`config.mk`:
```
export PLATFORM = sky130hd
export DESIGN_NAME = mesi_line_ctrl
export DESIGN_NICKNAME = d
export VERILOG_FILES = /design/src/rtl/mesi_line_ctrl.sv
export SDC_FILE = /design/constraint.sdc
export NUM_CORES = 1
export LEC_CHECK = 0
export BUFFER_PORTS_ARGS = -buffer_cell sky130_fd_sc_hd__buf_2
export CAP_MARGIN = 20
export CORE_AREA = 3 3 53 55
export CTS_BUF_LIST = sky130_fd_sc_hd__clkbuf_16
export DETAILED_ROUTE_END_ITERATION = 10
export DIE_AREA = 0 0 56 58
export PLACE_DENSITY = 0.68
export RECOVER_POWER = 100
export SYNTH_ARGS = -nofsm -noshare
export SYNTH_HDL_FRONTEND = slang
export SYNTH_SLANG_ARGS = --single-unit
```
`constraint.sdc`:
```
create_clock -name clk -period 4.15 [get_ports clk]
set_input_delay 0.6225 -clock clk [delete_from_list [all_inputs] [get_ports clk]]
set_output_delay 0.6225 -clock clk [all_outputs]
set_load 0.02 [all_outputs]
```
`src/rtl/mesi_line_ctrl.sv`:
```
module mesi_line_ctrl #(
  parameter int LINES = 4,
  parameter int IW    = (LINES > 1) ? $clog2(LINES) : 1
) (
  input  logic          clk,
  input  logic          rst_n,
  input  logic          cpu_req,
  input  logic          cpu_we,
  input  logic [IW-1:0] cpu_idx,
  output logic          cpu_ack,
  output logic          cpu_hit,
  output logic          bus_req,
  output logic [1:0]    bus_cmd,
  output logic [IW-1:0] bus_idx,
  input  logic          bus_gnt,
  input  logic          bus_shared_in,
  input  logic          snp_valid,
  input  logic [1:0]    snp_cmd,
  input  logic [IW-1:0] snp_idx,
  output logic          snp_shared,
  output logic          snp_copyback
);

  localparam logic [1:0] ST_I = 2'd0, ST_S = 2'd1, ST_E = 2'd2, ST_M = 2'd3;
  localparam logic [1:0] CMD_RD = 2'd0, CMD_RDX = 2'd1, CMD_INV = 2'd2;

  typedef enum logic [1:0] {PH_IDLE, PH_WAIT, PH_RESP} phase_t;

  phase_t                    ph_q;
  logic [LINES-1:0][1:0]     line_q, line_d;
  logic [IW-1:0]             pend_idx_q;
  logic                      pend_we_q;
  logic [1:0]                cmd_q;
  logic [1:0]                cur_st, pend_st, fill_st, snp_st;
  logic                      sh_d, cb_d;

  assign cur_st  = line_q[cpu_idx];
  assign pend_st = line_q[pend_idx_q];

  assign cpu_hit = cpu_req && (ph_q == PH_IDLE) && (cpu_we ? cur_st[1] : (cur_st != ST_I));
  assign cpu_ack = cpu_hit || (ph_q == PH_RESP);

  assign bus_req = (ph_q == PH_WAIT);
  assign bus_idx = pend_idx_q;
  assign bus_cmd = !pend_we_q ? CMD_RD : ((pend_st == ST_S) ? CMD_INV : CMD_RDX);

  assign fill_st = (cmd_q == CMD_RD) ? (bus_shared_in ? ST_S : ST_E) : ST_M;

  always_comb begin
    line_d = line_q;
    if (cpu_hit && cpu_we) line_d[cpu_idx] = ST_M;
    if (ph_q == PH_RESP)   line_d[pend_idx_q] = fill_st;
    snp_st = line_d[snp_idx];
    sh_d = 1'b0;
    cb_d = 1'b0;
    if (snp_valid) begin
      case (snp_cmd)
        CMD_RD: begin
          sh_d = (snp_st != ST_I);
          cb_d = (snp_st == ST_M);
          if (snp_st != ST_I) line_d[snp_idx] = ST_S;
        end
        CMD_RDX: begin
          cb_d = (snp_st == ST_M);
          line_d[snp_idx] = ST_I;
        end
        default: line_d[snp_idx] = ST_I;
      endcase
    end
  end

  always_ff @(posedge clk or negedge rst_n) begin
    if (!rst_n) begin
      ph_q         <= PH_IDLE;
      line_q       <= '0;
      pend_idx_q   <= '0;
      pend_we_q    <= 1'b0;
      cmd_q        <= CMD_RD;
      snp_shared   <= 1'b0;
      snp_copyback <= 1'b0;
    end else begin
      line_q       <= line_d;
      snp_shared   <= sh_d;
      snp_copyback <= cb_d;
      case (ph_q)
        PH_IDLE: if (cpu_req && !cpu_hit) begin
          ph_q       <= PH_WAIT;
          pend_idx_q <= cpu_idx;
          pend_we_q  <= cpu_we;
        end
        PH_WAIT: if (bus_gnt) begin
          ph_q  <= PH_RESP;
          cmd_q <= bus_cmd;
        end
        default: ph_q <= PH_IDLE;
      endcase
    end
  end

endmodule

```
Word level (Yosys, flattened, before mapping)
Index checks and enable logic that the tools add are counted.

Bits in registers: 17. Logic and storage cells: 77. Input port bits: 13. Output and inout port bits: 9.

Reductions and logical operators: 18. Mux-type cells: 30. $lt $le $gt $ge: 6. Bitwise operators: 6. Equal/unequal tests: 7.

Operators by type and width (number): 8-bit 2-to-1 mux (5); 2-bit 2-to-1 mux (12); 2-bit binary-select mux with 2-bit select (3); 2-bit demux with 2-bit select (3); 2-bit by 3-bit < comparator with 1-bit output, second input constant (3); 8-bit bitwise AND (1); 8-bit bitwise mux (1); 8-bit NOT (1); 8-bit bitwise OR (1); 1-bit logical AND (7); 2-bit by 1-bit equality test with 1-bit output, second input constant (3); 2-bit by 1-bit >= comparator with 1-bit output, second input constant (3); 2-bit logical NOT (3); 2-bit AND reduction (3); 1-bit 2-to-1 mux (5); 4-bit bitwise AND (1); 2-bit equality test, second input constant (2); 2-bit by 1-bit inequality test with 1-bit output, second input constant (2); 4-bit NOT (1); 4-bit bitwise OR (1); 2-bit one-hot mux with 2 select lines (1); 2-bit nonzero test (2); 2-bit OR reduction (1); 1-bit logical NOT (1); 1-bit logical OR (1).

Depth between registers and ports, before layout
Gate-level depths: netlist of run 1.

Word-level depth: 15. Mapped depth: 6. Mapped depth without buffers: 5.

Least setup slack after synthesis of run 1
No wires, ideal clock.

Kind: input port to output port. Start: input cpu_idx[0]. End: output cpu_ack. Path buffers: 1. Cell stages on the path: 5. Slack: 1514 ps. Data required time: 3527 ps. Data arrival time: 2013 ps. Path through: clkbuf_1 mux4_2 a21o_1 nor2b_1 a21o_1.

Longest elaborated chain between the ends: 6.

Ends and longest elaborated chain: start, declared (line 9) `input logic [IW-1:0] cpu_idx,`; 2-bit binary-select mux with 2-bit select * (line 37) `assign cur_st = line_q[cpu_idx];`; 2-bit 2-to-1 mux (implied by the code) * (line 37); 2-bit nonzero test (line 40) `assign cpu_hit = cpu_req && (ph_q == PH_IDLE) && (cpu_we ? cur_st[1] : (cur_st != ST_I));`; 1-bit 2-to-1 mux * (line 40); 1-bit logical AND * (line 40); named net cpu_hit (line 11) `output logic cpu_hit,`; 1-bit logical OR * (line 41) `assign cpu_ack = cpu_hit || (ph_q == PH_RESP);`; end, declared (line 10) `output logic cpu_ack,`.

Mark *: on every way through the listed nets, which the timed path passes. The rest lies on a longest branch. The select of a mux whose other input is x is not followed.

Worst setup path in the final report of run 1
Start: input cpu_idx[0]. End: output cpu_ack.

Longest elaborated chain between the ends: 6.

Ends and longest elaborated chain (line): 2-bit binary-select mux with 2-bit select * (37); 2-bit 2-to-1 mux (implied by the code) * (37); 2-bit nonzero test (40); 1-bit 2-to-1 mux * (40); 1-bit logical AND * (40); 1-bit logical OR * (41).

Mark *: on every way between the ends. The rest lies on a longest branch, timed or not. The select of a mux whose other input is x is not followed.

==> tab_implementation.tex, run 1 <==
\begin{tabular}{lr}
\hline
Metric & Value \\
\hline
\multicolumn{2}{l}{\textbf{Pwr}} \\
\quad Net switching fraction of the power & 39.5\% \\
\quad Power share of the sequential group & 35.6\% \\
\quad Worst IR Drop VDD & 0.375 mV \\
\quad Fraction of power consumed by combinational cells & 41.3\% \\
\quad Net switching power & 0.000332 W \\
\quad Power Internal & 0.000510 W \\
\quad LEAKAGE & 0.582 nW \\
\quad Areal power density over the cells & 646 nW/um\^{}2 \\
\quad Clock Power Share & 23.1\% \\
\multicolumn{2}{l}{\textbf{Status}} \\
\quad Result of the run & finished clean \\
\multicolumn{2}{l}{\textbf{Timing}} \\
\quad Setup-violating endpoint count in the final report & 0 \\
\quad Period minus WS final & 2760 ps \\
\quad Final setup skew & 1.33 ps \\
\quad Max\_slew headroom & 38.9\% \\
\quad Hold Violations, Final & 0 \\
\quad Setup repair after global routing missed its margin & false \\
\quad Slew of the pin with the lowest slew margin & 917 ps \\
\quad Final setup TNS & 0 ps \\
\quad Fraction of the cycle the final worst path needs & 66.5\% \\
\quad Highest Clock Rate & 363 MHz \\
\quad Pins Over Slew Limit & 0 \\
\multicolumn{2}{l}{\textbf{Global routing}} \\
\quad Aggregate global routing overflow & 0 \\
\quad Antenna violations before repair & 0 \\
\quad Global-route wire length before repair & 4.61 mm \\
\quad Pin count of the biggest net entering global routing & 18 \\
\quad Vias in the first global route & 909 \\
\quad GRT Resource Usage Total & 18.6\% \\
\multicolumn{2}{l}{\textbf{Finish}} \\
\quad Utilization after layout & 53.6\% \\
\quad Net total in the final layout & 153 \\
\quad Filler cells & 230 \\
\quad Area added between synthesis and finish & 12.6\% \\
\quad Post-route insts no fill & 169 \\
\quad Share of layout cells above drive strength 1 & 17.3\% \\
\quad Area of all sequential standard cells & 425 um\^{}2 \\
\quad Combined area of the multi-input logic cells & 641 um\^{}2 \\
\quad \# diodes & 0 \\
\multicolumn{2}{l}{\textbf{Floorplan}} \\
\quad Number of rows created at floorplan & 18 \\
\quad Area of the die & 3250 um\^{}2 \\
\quad Core box area & 2430 um\^{}2 \\
\quad Die width & 56 um \\
\quad Count of pins on the block boundary & 22 \\
\quad Floorplan die height & 58 um \\
\quad Initial Util & 47.6\% \\
\multicolumn{2}{l}{\textbf{Yosys}} \\
\quad Post-synthesis cell type with the largest combined area & sky130\_fd\_sc\_hd\_\_dfrtp\_1 \\
\quad Number of library cell types mapped by synthesis & 42 \\
\quad Main area contributors after synthesis & sky130\_fd\_sc\_hd\_\_dfrtp\_1 37\%, sky130\_fd\_sc\_hd\_\_mux4\_2 5.8\%, sky130\_fd\_sc\_hd\_\_nor2\_1 4.5\% \\
\quad Top cells by count, synth & 17 x sky130\_fd\_sc\_hd\_\_dfrtp\_1, 14 x sky130\_fd\_sc\_hd\_\_nor2\_1, 11 x sky130\_fd\_sc\_hd\_\_nand2\_1 \\
\quad Synthesized Nets & 132 \\
\quad Synth Warn \# & 0 \\
\quad Total of flip-flops plus latches after synthesis & 17 \\
\quad Area fraction of the dominant cell type after synthesis & 36.8\% \\
\quad Mean area per synthesized cell & 9.73 um\^{}2 \\
\quad Number of enable-type register cells in the synthesized netlist & 0 \\
\quad Fraction of synthesis flops using an asynchronous set or reset pin & 100\% \\
\quad Netlist area before placement & 1160 um\^{}2 \\
\quad Gate count of the mapped netlist & 119 \\
\quad Most common cell in the synthesized netlist & sky130\_fd\_sc\_hd\_\_dfrtp\_1 \\
\quad Part of the Yosys area used for sequential elements & 36.8\% \\
\quad Flip-flop cell with the highest count after synthesis & sky130\_fd\_sc\_hd\_\_dfrtp\_1 \\
\multicolumn{2}{l}{\textbf{Detailed routing}} \\
\quad Wirelength, routed & 2.57 mm \\
\quad Post-route ant nets & 0 \\
\quad Number of DRC markers in iteration 0 & 52 \\
\quad Total number of vias & 988 \\
\quad Detailed-routing iteration count for the pre-antenna-repair pass & 4 \\
\quad DR DRC count & 0 \\
\quad Via density per instance & 5.85 \\
\quad Wirelength per Cell & 15.2 um \\
\multicolumn{2}{l}{\textbf{Worst setup path}} \\
\quad Class of the most critical setup path & primary input to output pin \\
\quad Peak per-stage delay on the critical path & 550 ps \\
\quad R2R cell count & 5 \\
\quad Critical Path AT & 2140 ps \\
\quad Kind of start point of the critical path & primary input \\
\quad Critical Path RT & 3530 ps \\
\quad Crit. Startpoint & cpu\_idx[0] \\
\quad RR Endpoint & line\_q[6] \\
\quad Worst-path cell with the longest stage delay & sky130\_fd\_sc\_hd\_\_mux4\_2 \\
\quad Largest driver fanout on the critical path & 7 \\
\quad Endpoint type of the worst setup path & output pin \\
\quad Cell Chain, Critical Path & clkbuf\_1 -> mux4\_2 -> a21o\_1 -> nor2b\_1 -> a21o\_1 -> clkbuf\_1 \\
\quad Worst Setup EP & cpu\_ack \\
\quad Internal reg-to-reg setup slack & 1640 ps \\
\quad R2R Path Start & bus\_idx[0] \\
\multicolumn{2}{l}{\textbf{Run}} \\
\quad Number of violations of the max-capacitance limit & 0 \\
\multicolumn{2}{l}{\textbf{Clocking}} \\
\quad TritonCTS clock tree & yes \\
\quad CTS resizes & 0 \\
\quad Htree depth & 1 \\
\quad Clock Pin Slew Worst Setup and Hold Paths & 50 ps \\
\quad Clk\_lat worst skew & 250 ps \\
\quad Number of buffers on the longest clock path & 2 \\
\quad Clock tree sinks & 17 \\
\quad Number of buffers created by CTS & 3 \\
\quad Count of hold buffers inserted by post-cts repair & 0 \\
\quad Root Driver & sky130\_fd\_sc\_hd\_\_clkbuf\_16 \\
\quad Number of setup buffers added after CTS & 0 \\
\multicolumn{2}{l}{\textbf{Placed design}} \\
\quad Detail Placement HPWL & 1.99 mm \\
\quad Number of cells in the design after placement & 165 \\
\quad Routability congestion estimate from global placement & 0.901 \\
\quad PortBufs & 21 \\
\multicolumn{2}{l}{\textbf{Worst hold path}} \\
\quad Path class of the lowest-slack min-delay path & primary input to asynchronous set/reset pin \\
\hline
\end{tabular}
[cells by family after synthesis]
group / Yosys count / synth area share [%]
flops: 17 / 36.8
simple gates: 49 / 26.1
mux: 12 / 15.2
compound gates: 28 / 16.0
buf+inv: 13 / 5.95
[critical path: cells and delay by family]
kind	cells	cell delay, ps
muxes	1	550
buffers and inverters	2	450
AOI/OAI and AO/OA	2	360
and+or+nand+nor	1	150
[power by group through the flow]
| stage | clock network (W) | registers [W] | logic (W) |
|---|---|---|---|
| finish | 0.000195 | 0.000300 | 0.000348 |
| global route | 0.000202 | 0.000312 | 0.000390 |
| CTS | 0.000196 | 0.000306 | 0.000372 |
| detailed placement | 0 | 0.000308 | 0.000370 |
| global placement | 0 | 0.000304 | 0.000361 |
| floorplan | 0 | 0.000286 | 0.000298 |
[final cells by class]
class / count / area share, %
clock buffers: 3 / 5.76
clock inverters: 1 / 0.384
inverters: 8 / 2.30
multi-input cells: 89 / 49.1
flip-flops and latches: 17 / 32.6
well taps: 30 / 2.88
repair buffers: 21 / 6.91
[cells in the final DEF, fill, tap and decap left out, types with 2 or more instances in the layout]
master / synthesis / final
sky130_fd_sc_hd__nor2_1: 14 / 14
sky130_fd_sc_hd__nor3b_1: 2 / 2
sky130_fd_sc_hd__mux4_2: 3 / 3
sky130_fd_sc_hd__a21oi_1: 6 / 6
sky130_fd_sc_hd__nor3_1: 2 / 2
sky130_fd_sc_hd__mux2_1: 3 / 5
sky130_fd_sc_hd__inv_1: 7 / 8
sky130_fd_sc_hd__nand3_1: 2 / 2
sky130_fd_sc_hd__buf_2: 0 / 9
sky130_fd_sc_hd__a221oi_1: 3 / 3
sky130_fd_sc_hd__clkbuf_1: 1 / 12
sky130_fd_sc_hd__and4bb_1: 1 / 2
sky130_fd_sc_hd__mux2_2: 4 / 3
sky130_fd_sc_hd__nand4b_1: 3 / 3
sky130_fd_sc_hd__dfrtp_1: 17 / 17
sky130_fd_sc_hd__a22oi_1: 3 / 3
sky130_fd_sc_hd__o21ai_0: 7 / 8
sky130_fd_sc_hd__nand2_1: 11 / 11
sky130_fd_sc_hd__nand2b_1: 2 / 2
sky130_fd_sc_hd__a21o_1: 2 / 2
sky130_fd_sc_hd__clkbuf_16: 0 / 3
[how the worst min path moves through the flow]
stage,start,end,slack (ps),cells past startpoint
global route,bus_gnt,ph_q[0],580,2
floorplan,rst_n,bus_idx[0],330,0
detailed placement,cmd_q[1],cmd_q[1],540,1
finish,rst_n,pend_we_q,480,1
global placement,cmd_q[1],cmd_q[1],530,1
CTS,rst_n,ph_q[0],300,1
[layer usage]
layer	wire length [um]	vias to the layer above	GRT usage, %	share of wire [%]
met2	1220	50	29.9	47
met4	77	0	8.47	3.0
met3	168	9	3.12	6.5
met1	1110	452	24.9	43
li1	-	477	-	-
met5	0	-	0	0
[metrics by stage]
stage / cell area (um^2) / worst slack (ps) / total power, W / hold slack (ps)
detailed placement: 1260 / 1570 / 0.000677 / 540
global route: 1300 / 1260 / 0.000904 / 579
global placement: 1260 / 1620 / 0.000664 / 527
finish: 1300 / 1390 / 0.000842 / 484
CTS: 1340 / 1550 / 0.000873 / 302
floorplan: 1160 / 1510 / 0.000584 / 327
[flip-flops by register name (all words and copies together), names as in the netlist]
name,cells
bus_idx,2
cmd_q,2
line_q,8
pend_we_q,1
ph_q,2
snp_copyback,1
snp_shared,1
Note: power is estimated with default switching activity, not from simulation.
==> run 2, diff against run 1 <==
--- a/config.mk
+++ b/config.mk
@@ -5,13 +5,14 @@
 export SDC_FILE = /design/constraint.sdc
 export NUM_CORES = 1
 export LEC_CHECK = 0
+export ABC_AREA = 1
 export BUFFER_PORTS_ARGS = -buffer_cell sky130_fd_sc_hd__buf_2
 export CAP_MARGIN = 20
-export CORE_AREA = 3 3 53 55
+export CORE_AREA = 3 3 52 54
 export CTS_BUF_LIST = sky130_fd_sc_hd__clkbuf_16
 export DETAILED_ROUTE_END_ITERATION = 10
-export DIE_AREA = 0 0 56 58
-export PLACE_DENSITY = 0.68
+export DIE_AREA = 0 0 55 57
+export PLACE_DENSITY = 0.7
 export RECOVER_POWER = 100
 export SYNTH_ARGS = -nofsm -noshare
 export SYNTH_HDL_FRONTEND = slang
==> constraint.sdc (replaced) <==
create_clock -name clk -period 2.4 [get_ports clk]
set_input_delay 0.36 -clock clk [delete_from_list [all_inputs] [get_ports clk]]
set_output_delay 0.36 -clock clk [all_outputs]
set_load 0.02 [all_outputs]
==> run 2 against run 1 <==
Compared with the run above:
- area after synthesis shrank 6.2%
- die area decreased by 3.5%
- combinational power up 84%
- highest routed layer unchanged
- via count rose by 14%
==> tab_implementation.tex, run 2 <==
\begin{tabular}{lr}
\hline
Metric & Value \\
\hline
\multicolumn{2}{l}{\textbf{Pwr}} \\
\quad Areal power density over the cells & 1160 nW/um\^{}2 (+80\%) \\
\quad Worst IR Drop VDD & 0.542 mV (+45\%) \\
\quad LEAKAGE & 0.669 nW (+15\%) \\
\multicolumn{2}{l}{\textbf{Finish}} \\
\quad Net total in the final layout & 201 (+31\%) \\
\quad Filler cells & 222 (-3.5\%) \\
\quad Post-route insts no fill & 215 (+27\%) \\
\quad Register with the highest flop count & line\_q \\
\quad Area of all placed cells without fillers & 1280 um\^{}2 (-1.5\%) \\
\quad Most common cell after layout, fill and taps aside & sky130\_fd\_sc\_hd\_\_nand2\_1 \\
\quad \# diodes & 0 (unchanged) \\
\quad Area added between synthesis and finish & 18.2\% \\
\quad Share of layout cells above drive strength 1 & 12.3\% (-5.0 points) \\
\quad Leading cell types in the layout, fill and taps excluded & 62 x sky130\_fd\_sc\_hd\_\_nand2\_1, 21 x sky130\_fd\_sc\_hd\_\_nor2\_1, 17 x sky130\_fd\_sc\_hd\_\_dfrtp\_1, 15 x sky130\_fd\_sc\_hd\_\_inv\_1, 11 x sky130\_fd\_sc\_hd\_\_buf\_2 \\
\quad Largest register FFs & 8 (unchanged) \\
\multicolumn{2}{l}{\textbf{Yosys}} \\
\quad Part of the Yosys area used for sequential elements & 39.2\% (+2.4 points) \\
\quad Area fraction of the dominant cell type after synthesis & 39.2\% (+2.4 points) \\
\quad Synthesized Nets & 175 (+33\%) \\
\quad Main area contributors after synthesis & sky130\_fd\_sc\_hd\_\_dfrtp\_1 39\%, sky130\_fd\_sc\_hd\_\_nand2\_1 21\%, sky130\_fd\_sc\_hd\_\_nor2\_1 7.3\% \\
\quad Netlist area before placement & 1090 um\^{}2 (-6.2\%) \\
\quad Number of enable-type register cells in the synthesized netlist & 0 (unchanged) \\
\quad Most common cell in the synthesized netlist & sky130\_fd\_sc\_hd\_\_nand2\_1 \\
\quad Fraction of synthesis flops using an asynchronous set or reset pin & 100\% (unchanged) \\
\quad Total of flip-flops plus latches after synthesis & 17 (unchanged) \\
\quad Flip-flop cell with the highest count after synthesis & sky130\_fd\_sc\_hd\_\_dfrtp\_1 \\
\quad Gate count of the mapped netlist & 162 (+36\%) \\
\quad Mean area per synthesized cell & 6.70 um\^{}2 (-31\%) \\
\quad Top cells by count, synth & 62 x sky130\_fd\_sc\_hd\_\_nand2\_1, 21 x sky130\_fd\_sc\_hd\_\_nor2\_1, 17 x sky130\_fd\_sc\_hd\_\_dfrtp\_1 \\
\quad Number of library cell types mapped by synthesis & 21 (-50\%) \\
\quad Post-synthesis cell type with the largest combined area & sky130\_fd\_sc\_hd\_\_dfrtp\_1 \\
\quad Synth Warn \# & 0 (unchanged) \\
\multicolumn{2}{l}{\textbf{Placed design}} \\
\quad Routability congestion estimate from global placement & 0.986 (+9.5\%) \\
\quad PortBufs & 21 (unchanged) \\
\quad Detail Placement HPWL & 2.12 mm (+6.3\%) \\
\quad Number of cells in the design after placement & 211 (+28\%) \\
\quad Area after DPL & 1230 um\^{}2 (-2.8\%) \\
\quad Post-place setup slack & 550 ps (-1020 ps) \\
\multicolumn{2}{l}{\textbf{Worst setup path}} \\
\quad Largest driver fanout on the critical path & 8 (+1) \\
\quad CP Buf/Inv Count & 2 (unchanged) \\
\quad Kind of start point of the critical path & register \\
\quad Worst-path cell with the longest stage delay & sky130\_fd\_sc\_hd\_\_dfrtp\_1 \\
\quad Cell Chain, Critical Path & nand2\_1 -> inv\_1 -> a22oi\_1 -> nand4\_1 -> nor2\_1 -> clkbuf\_1 \\
\quad R2R cell count & 10 (+5) \\
\quad Peak per-stage delay on the critical path & 460 ps (-90 ps) \\
\quad Endpoint type of the worst setup path & output pin \\
\quad CP top delay family & flip-flops \\
\quad Class of the most critical setup path & register to output pin \\
\quad Critical Path AT & 1610 ps (-530 ps) \\
\quad Cell depth of the worst setup path & 6 (unchanged) \\
\quad Critical Path RT & 2040 ps (-1490 ps) \\
\multicolumn{2}{l}{\textbf{Floorplan}} \\
\quad Count of pins on the block boundary & 22 (unchanged) \\
\quad Die width & 55 um (-1.8\%) \\
\quad Area of the die & 3140 um\^{}2 (-3.5\%) \\
\quad Initial Util & 48.2\% (+0.59 points) \\
\quad Core box area & 2250 um\^{}2 (-7.3\%) \\
\quad Number of rows created at floorplan & 17 (-1) \\
\quad Floorplan die height & 57 um (-1.7\%) \\
\multicolumn{2}{l}{\textbf{Timing}} \\
\quad Final WS setup & 431 ps (-961 ps) \\
\quad Period minus WS final & 1970 ps \\
\quad Highest Clock Rate & 508 MHz \\
\quad Max\_slew headroom & 39.5\% (+0.59 points) \\
\quad Final setup TNS & 0 ps (unchanged) \\
\quad Fraction of the cycle the final worst path needs & 82.0\% \\
\quad Setup repair after global routing missed its margin & false \\
\quad Slew of the pin with the lowest slew margin & 908 ps (-8.86 ps) \\
\quad Hold Violations, Final & 0 (unchanged) \\
\quad Setup-violating endpoint count in the final report & 0 (unchanged) \\
\quad Pins Over Slew Limit & 0 (unchanged) \\
\quad Final setup skew & 3.11 ps (+1.78 ps) \\
\multicolumn{2}{l}{\textbf{Global routing}} \\
\quad Antenna violations before repair & 0 (unchanged) \\
\quad Global-route wire length before repair & 4.51 mm (-2.1\%) \\
\quad Vias in the first global route & 1,090 (+20\%) \\
\quad Aggregate global routing overflow & 0 (unchanged) \\
\quad Pin count of the biggest net entering global routing & 18 (unchanged) \\
\quad GRT Resource Usage Total & 19.8\% (+1.2 points) \\
\multicolumn{2}{l}{\textbf{Detailed routing}} \\
\quad DR DRC count & 0 (unchanged) \\
\quad Via density per instance & 5.26 (-10\%) \\
\quad Post-route ant nets & 0 (unchanged) \\
\quad Wirelength per Cell & 12.5 um (-18\%) \\
\quad Total number of vias & 1,131 (+14\%) \\
\quad Wirelength, routed & 2.69 mm (+4.5\%) \\
\quad Detailed-routing iteration count for the pre-antenna-repair pass & 4 (unchanged) \\
\quad Number of DRC markers in iteration 0 & 20 (-62\%) \\
\multicolumn{2}{l}{\textbf{Clocking}} \\
\quad Number of buffers on the longest clock path & 2 (unchanged) \\
\quad Clock Pin Slew Worst Setup and Hold Paths & 50 ps (about the same) \\
\quad Clock tree sinks & 17 (unchanged) \\
\quad Count of hold buffers inserted by post-cts repair & 0 (unchanged) \\
\quad CTS resizes & 0 (unchanged) \\
\quad TritonCTS clock tree & yes \\
\quad Clk\_lat worst skew & 250 ps (about the same) \\
\quad Root Driver & sky130\_fd\_sc\_hd\_\_clkbuf\_16 \\
\quad Htree depth & 1 (unchanged) \\
\quad Number of setup buffers added after CTS & 0 (unchanged) \\
\quad Number of buffers created by CTS & 3 (unchanged) \\
\multicolumn{2}{l}{\textbf{Status}} \\
\quad Result of the run & finished clean \\
\multicolumn{2}{l}{\textbf{Worst hold path}} \\
\quad Path class of the lowest-slack min-delay path & primary input to asynchronous set/reset pin \\
\multicolumn{2}{l}{\textbf{Run}} \\
\quad Number of violations of the max-capacitance limit & 0 (unchanged) \\
\hline
\end{tabular}
[run 2: layer usage]
layer / vias up / wire (um) / part of all wire [%] / global-route usage, %
met5: - / 0 / 0 / 0
met4: 0 / 60 / 2.2 / 9.72
met3: 6 / 180 / 6.7 / 4.18
met2: 49 / 1370 / 51 / 33.4
met1: 501 / 1080 / 40 / 23.0
li1: 575 / - / - / -
[run 2: worst paths after layout]
path,from,to,slack (ps)
min in group clk,bus_gnt,ph_q[0],300
setup / recovery,bus_idx[0],bus_cmd[1],430
hold / removal,rst_n,bus_idx[0],210
hold reg to reg,pend_we_q,pend_we_q,510
max in group asynchronous,rst_n,line_q[3],1630
setup reg to reg,ph_q[0],line_q[6],470
[run 2: logic make-up (layout without fill, tap and decap cells)]
kind of cell / Yosys count / count (layout) / synth area share (%)
buffers and inverters: 18 / 43 / 6.22
flip-flops: 17 / 17 / 39.2
AND/OR/NAND/NOR: 104 / 104 / 42.5
AO/OA/AOI/OAI: 23 / 23 / 12.1
[run 2: power breakdown]
| group | internal (W) | total, W | switching, W | leakage [nW] |
|---|---|---|---|---|
| clock network | 0.000223 | 0.000336 | 0.000113 | 0.0409 |
| registers | 0.000398 | 0.000520 | 0.000121 | 0.217 |
| logic | 0.000210 | 0.000639 | 0.000429 | 0.411 |
| total | 0.000832 | 0.00149 | 0.000663 | 0.669 |
[run 2: layout make-up]
cell class                 count  area [um^2]  share of cell area, %
clock buffer                   3         75.1                   5.85
clock inverter                 1         5.00                  0.390
inverter                      18         67.6                   5.26
multi-input combinational    127          583                   45.4
sequential                    17          425                   33.1
tap                           28         35.0                   2.73
timing repair buffer          21         92.6                   7.21
[run 2: per-stage QoR]
stage	total power (W)	hold WS, ps	util, %
after floorplan	0.000976	64.4	-
after global placement	0.00117	299	54.4
after detailed placement	0.00118	309	54.4
after CTS	0.00152	39.8	57.9
after global routing	0.00162	313	56.9
final	0.00149	214	56.9
==> run 3, diff against run 2 <==
--- a/config.mk
+++ b/config.mk
@@ -8,11 +8,11 @@
 export ABC_AREA = 1
 export BUFFER_PORTS_ARGS = -buffer_cell sky130_fd_sc_hd__buf_2
 export CAP_MARGIN = 20
-export CORE_AREA = 3 3 52 54
+export CORE_AREA = 3 3 51 53
 export CTS_BUF_LIST = sky130_fd_sc_hd__clkbuf_16
 export DETAILED_ROUTE_END_ITERATION = 10
-export DIE_AREA = 0 0 55 57
-export PLACE_DENSITY = 0.7
+export DIE_AREA = 0 0 54 56
+export PLACE_DENSITY = 0.69
 export RECOVER_POWER = 100
 export SYNTH_ARGS = -nofsm -noshare
 export SYNTH_HDL_FRONTEND = slang
==> constraint.sdc (replaced) <==
create_clock -name clk -period 1.9 [get_ports clk]
set_input_delay 0.285 -clock clk [delete_from_list [all_inputs] [get_ports clk]]
set_output_delay 0.285 -clock clk [all_outputs]
set_load 0.02 [all_outputs]
==> run 3 against run 2 <==
Compared with the run above:
- clock power rose by 30%
- core utilization grew 7.5 points
- final cell count up 1.9%
- global-route usage increased by 2.5 points
- critical endpoint is now bus_cmd[0]
- die area decreased by 3.5%
- clock-buffer cell count unchanged
- via count rose by 3.9%
- cell area increased by 9.9%
- critical path depth grew 2
- largest power group unchanged
- register-to-register slack worse by 360 ps
- routed wire length increased by 9.5%
- clock skew up 5.3 ps
- largest cell class unchanged
==> tab_implementation.tex, run 3 (same netlist as run 2, synthesis figures left out) <==
\begin{tabular}{lr}
\hline
Metric & Value \\
\hline
\multicolumn{2}{l}{\textbf{Global routing}} \\
\quad GRT Resource Usage Total & 22.4\% (+2.5 points) \\
\quad Met3 usage & 5.36\% (+1.2 points) \\
\quad Global-route wire length before repair & 4.90 mm (+8.6\%) \\
\quad Most used routing layer in global routing & met2 \\
\quad Antenna violations before repair & 0 (unchanged) \\
\quad Aggregate global routing overflow & 0 (unchanged) \\
\quad Pin count of the biggest net entering global routing & 18 (unchanged) \\
\quad Vias in the first global route & 1,137 (+4.3\%) \\
\quad Met2 Usage GRT & 34.1\% (+0.64 points) \\
\quad Global routing usage on met1 & 27.1\% (+4.1 points) \\
\multicolumn{2}{l}{\textbf{Finish}} \\
\quad Leading cell types in the layout, fill and taps excluded & 59 x sky130\_fd\_sc\_hd\_\_nand2\_1, 16 x sky130\_fd\_sc\_hd\_\_nor2\_1, 16 x sky130\_fd\_sc\_hd\_\_buf\_2, 15 x sky130\_fd\_sc\_hd\_\_dfrtp\_1, 11 x sky130\_fd\_sc\_hd\_\_inv\_1 \\
\quad Filler cells & 209 (-5.9\%) \\
\quad Share of layout cells above drive strength 1 & 26.7\% (+14 points) \\
\quad Net total in the final layout & 205 (+2.0\%) \\
\quad Register with the highest flop count & line\_q \\
\quad Most common cell after layout, fill and taps aside & sky130\_fd\_sc\_hd\_\_nand2\_1 \\
\quad Area added between synthesis and finish & 30.0\% \\
\quad \# diodes & 0 (unchanged) \\
\quad Largest register FFs & 8 (unchanged) \\
\multicolumn{2}{l}{\textbf{Worst setup path}} \\
\quad Endpoint type of the worst setup path & output pin \\
\quad Critical Path AT & 1540 ps (-70 ps) \\
\quad Kind of start point of the critical path & register \\
\quad Critical Path RT & 1620 ps (-420 ps) \\
\quad Largest driver fanout on the critical path & 6 (-2) \\
\quad Class of the most critical setup path & register to output pin \\
\multicolumn{2}{l}{\textbf{Timing}} \\
\quad Fraction of the cycle the final worst path needs & 96.2\% \\
\quad Period minus WS final & 1830 ps \\
\quad Highest Clock Rate & 547 MHz \\
\quad Final setup TNS & 0 ps (unchanged) \\
\quad Smallest hold slack & 227 ps (+12.4 ps) \\
\quad Pins Over Slew Limit & 0 (unchanged) \\
\quad Setup repair after global routing missed its margin & true \\
\quad Max\_slew headroom & 37.1\% (-2.4 points) \\
\quad Final setup skew & 8.41 ps (+5.29 ps) \\
\quad Setup-violating endpoint count in the final report & 0 (unchanged) \\
\quad Hold Violations, Final & 0 (unchanged) \\
\quad Slew of the pin with the lowest slew margin & 944 ps (+35.6 ps) \\
\multicolumn{2}{l}{\textbf{Placed design}} \\
\quad PortBufs & 21 (unchanged) \\
\quad Routability congestion estimate from global placement & 0.948 (-3.9\%) \\
\quad Detail Placement HPWL & 2.19 mm (+3.3\%) \\
\multicolumn{2}{l}{\textbf{Clocking}} \\
\quad Clk\_lat worst skew & 260 ps (about the same) \\
\quad TritonCTS clock tree & yes \\
\quad Clock Pin Slew Worst Setup and Hold Paths & 60 ps (about the same) \\
\quad Root Driver & sky130\_fd\_sc\_hd\_\_clkbuf\_16 \\
\quad Htree depth & 1 (unchanged) \\
\quad Number of buffers on the longest clock path & 2 (unchanged) \\
\quad Number of buffers created by CTS & 3 (unchanged) \\
\quad Clock tree sinks & 17 (unchanged) \\
\multicolumn{2}{l}{\textbf{Detailed routing}} \\
\quad Post-route ant nets & 0 (unchanged) \\
\quad Wirelength, routed & 2.94 mm (+9.5\%) \\
\quad Wirelength per Cell & 13.4 um (+7.5\%) \\
\quad DR DRC count & 0 (unchanged) \\
\quad Detailed-routing iteration count for the pre-antenna-repair pass & 4 (unchanged) \\
\quad Number of DRC markers in iteration 0 & 47 (+140\%) \\
\quad Via density per instance & 5.37 (+2.0\%) \\
\quad Total number of vias & 1,175 (+3.9\%) \\
\multicolumn{2}{l}{\textbf{Pwr}} \\
\quad Areal power density over the cells & 1530 nW/um\^{}2 (+32\%) \\
\quad Net switching power & 0.000984 W (+49\%) \\
\quad Fraction of power consumed by combinational cells & 47.5\% (+4.8 points) \\
\quad Clock Power Share & 20.3\% (-2.2 points) \\
\quad Power share of the sequential group & 32.3\% (-2.5 points) \\
\quad LEAKAGE & 0.729 nW (+9.0\%) \\
\quad Power Internal & 0.00118 W (+42\%) \\
\quad Net switching fraction of the power & 45.5\% (+1.2 points) \\
\quad Worst IR Drop VDD & 0.735 mV (+36\%) \\
\multicolumn{2}{l}{\textbf{Floorplan}} \\
\quad Die width & 54 um (-1.8\%) \\
\quad Area of the die & 3020 um\^{}2 (-3.5\%) \\
\quad Count of pins on the block boundary & 22 (unchanged) \\
\quad Core box area & 2190 um\^{}2 (-2.8\%) \\
\quad Number of rows created at floorplan & 17 (unchanged) \\
\quad Initial Util & 49.6\% (+1.4 points) \\
\quad Floorplan die height & 56 um (-1.8\%) \\
\multicolumn{2}{l}{\textbf{Status}} \\
\quad Result of the run & finished clean \\
\multicolumn{2}{l}{\textbf{Worst hold path}} \\
\quad Path class of the lowest-slack min-delay path & primary input to register \\
\multicolumn{2}{l}{\textbf{Run}} \\
\quad Number of violations of the max-capacitance limit & 0 (unchanged) \\
\hline
\end{tabular}
[run 3: cell types whose count changed in the layout (fill, tap and decap cells not counted), sizes merged]
cell / change
buf: +10
clkbuf: -7
dlygate4sd3: +1
[run 3: through the flow]
step	std cells	instance area (um^2)	total power (W)	util, %	setup slack [ps]
after floorplan	162	1090	0.00123	-	297
after global placement	212	1230	0.00148	56.3	110
after detailed placement	212	1230	0.00150	56.3	41.0
after CTS	217	1320	0.00194	60.4	45.6
after global routing	219	1410	0.00231	64.4	-46.6
final	219	1410	0.00216	64.4	72.7
[run 3: path summary, 6_finish.rpt]
| check | from | endpoint | slack (ps) | cells past startpoint |
|---|---|---|---|---|
| max in group asynchronous | rst_n | bus_idx[0] | 580 | 2 |
| min | bus_gnt | ph_q[0] | 230 | 2 |
| max | bus_idx[1] | bus_cmd[0] | 70 | 8 |
| min in group asynchronous | rst_n | bus_idx[1] | 680 | 2 |
| min reg2reg | cmd_q[1] | cmd_q[1] | 510 | 2 |
| max reg2reg | line_q[2] | line_q[0] | 110 | 14 |
[run 3: cell type report]
| type | instances | area, um^2 | area share [%] |
|---|---|---|---|
| clock buffer | 3 | 75.1 | 5.32 |
| clock inverter | 1 | 5.00 | 0.355 |
| inverter | 18 | 70.1 | 4.96 |
| multi-input combinational | 127 | 652 | 46.2 |
| sequential | 17 | 428 | 30.3 |
| tap | 28 | 35.0 | 2.48 |
| timing repair buffer | 25 | 146 | 10.4 |
[run 3: critical path, cell delays in order, from the launching register on]
cell	delay (ps)
sky130_fd_sc_hd__dfrtp_2	470
sky130_fd_sc_hd__inv_4	110
sky130_fd_sc_hd__nor2_1	60
sky130_fd_sc_hd__a22oi_1	160
sky130_fd_sc_hd__nand2_1	70
sky130_fd_sc_hd__nand4_1	130
sky130_fd_sc_hd__nand2_1	110
sky130_fd_sc_hd__inv_2	60
sky130_fd_sc_hd__buf_6	110
[run 3: metal layers]
metal  vias up  routed length [um]
met5         -                   0
met3         9                 247
met2        58                1420
met4         0                  95
li1        582                   -
met1       526                1180
[run 3: repair_timing]
| item | CTS | global route |
|---|---|---|
| hold buffers | 1 | 0 |
| setup endpoints to repair | 0 | 8 |
| setup buffers | 0 | 2 |
| endpoints found under the hold margin | 17 | 0 |
| gates resized for setup | 0 | 26 |
[run 3: power groups by stage]
| stage | registers (W) | clock network (W) | logic, W |
|---|---|---|---|
| floorplan | 0.000645 | 0 | 0.000587 |
| global placement | 0.000664 | 0 | 0.000821 |
| detailed placement | 0.000663 | 0 | 0.000840 |
| CTS | 0.000657 | 0.000436 | 0.000848 |
| global route | 0.000709 | 0.000454 | 0.00115 |
| finish | 0.000697 | 0.000438 | 0.00103 |
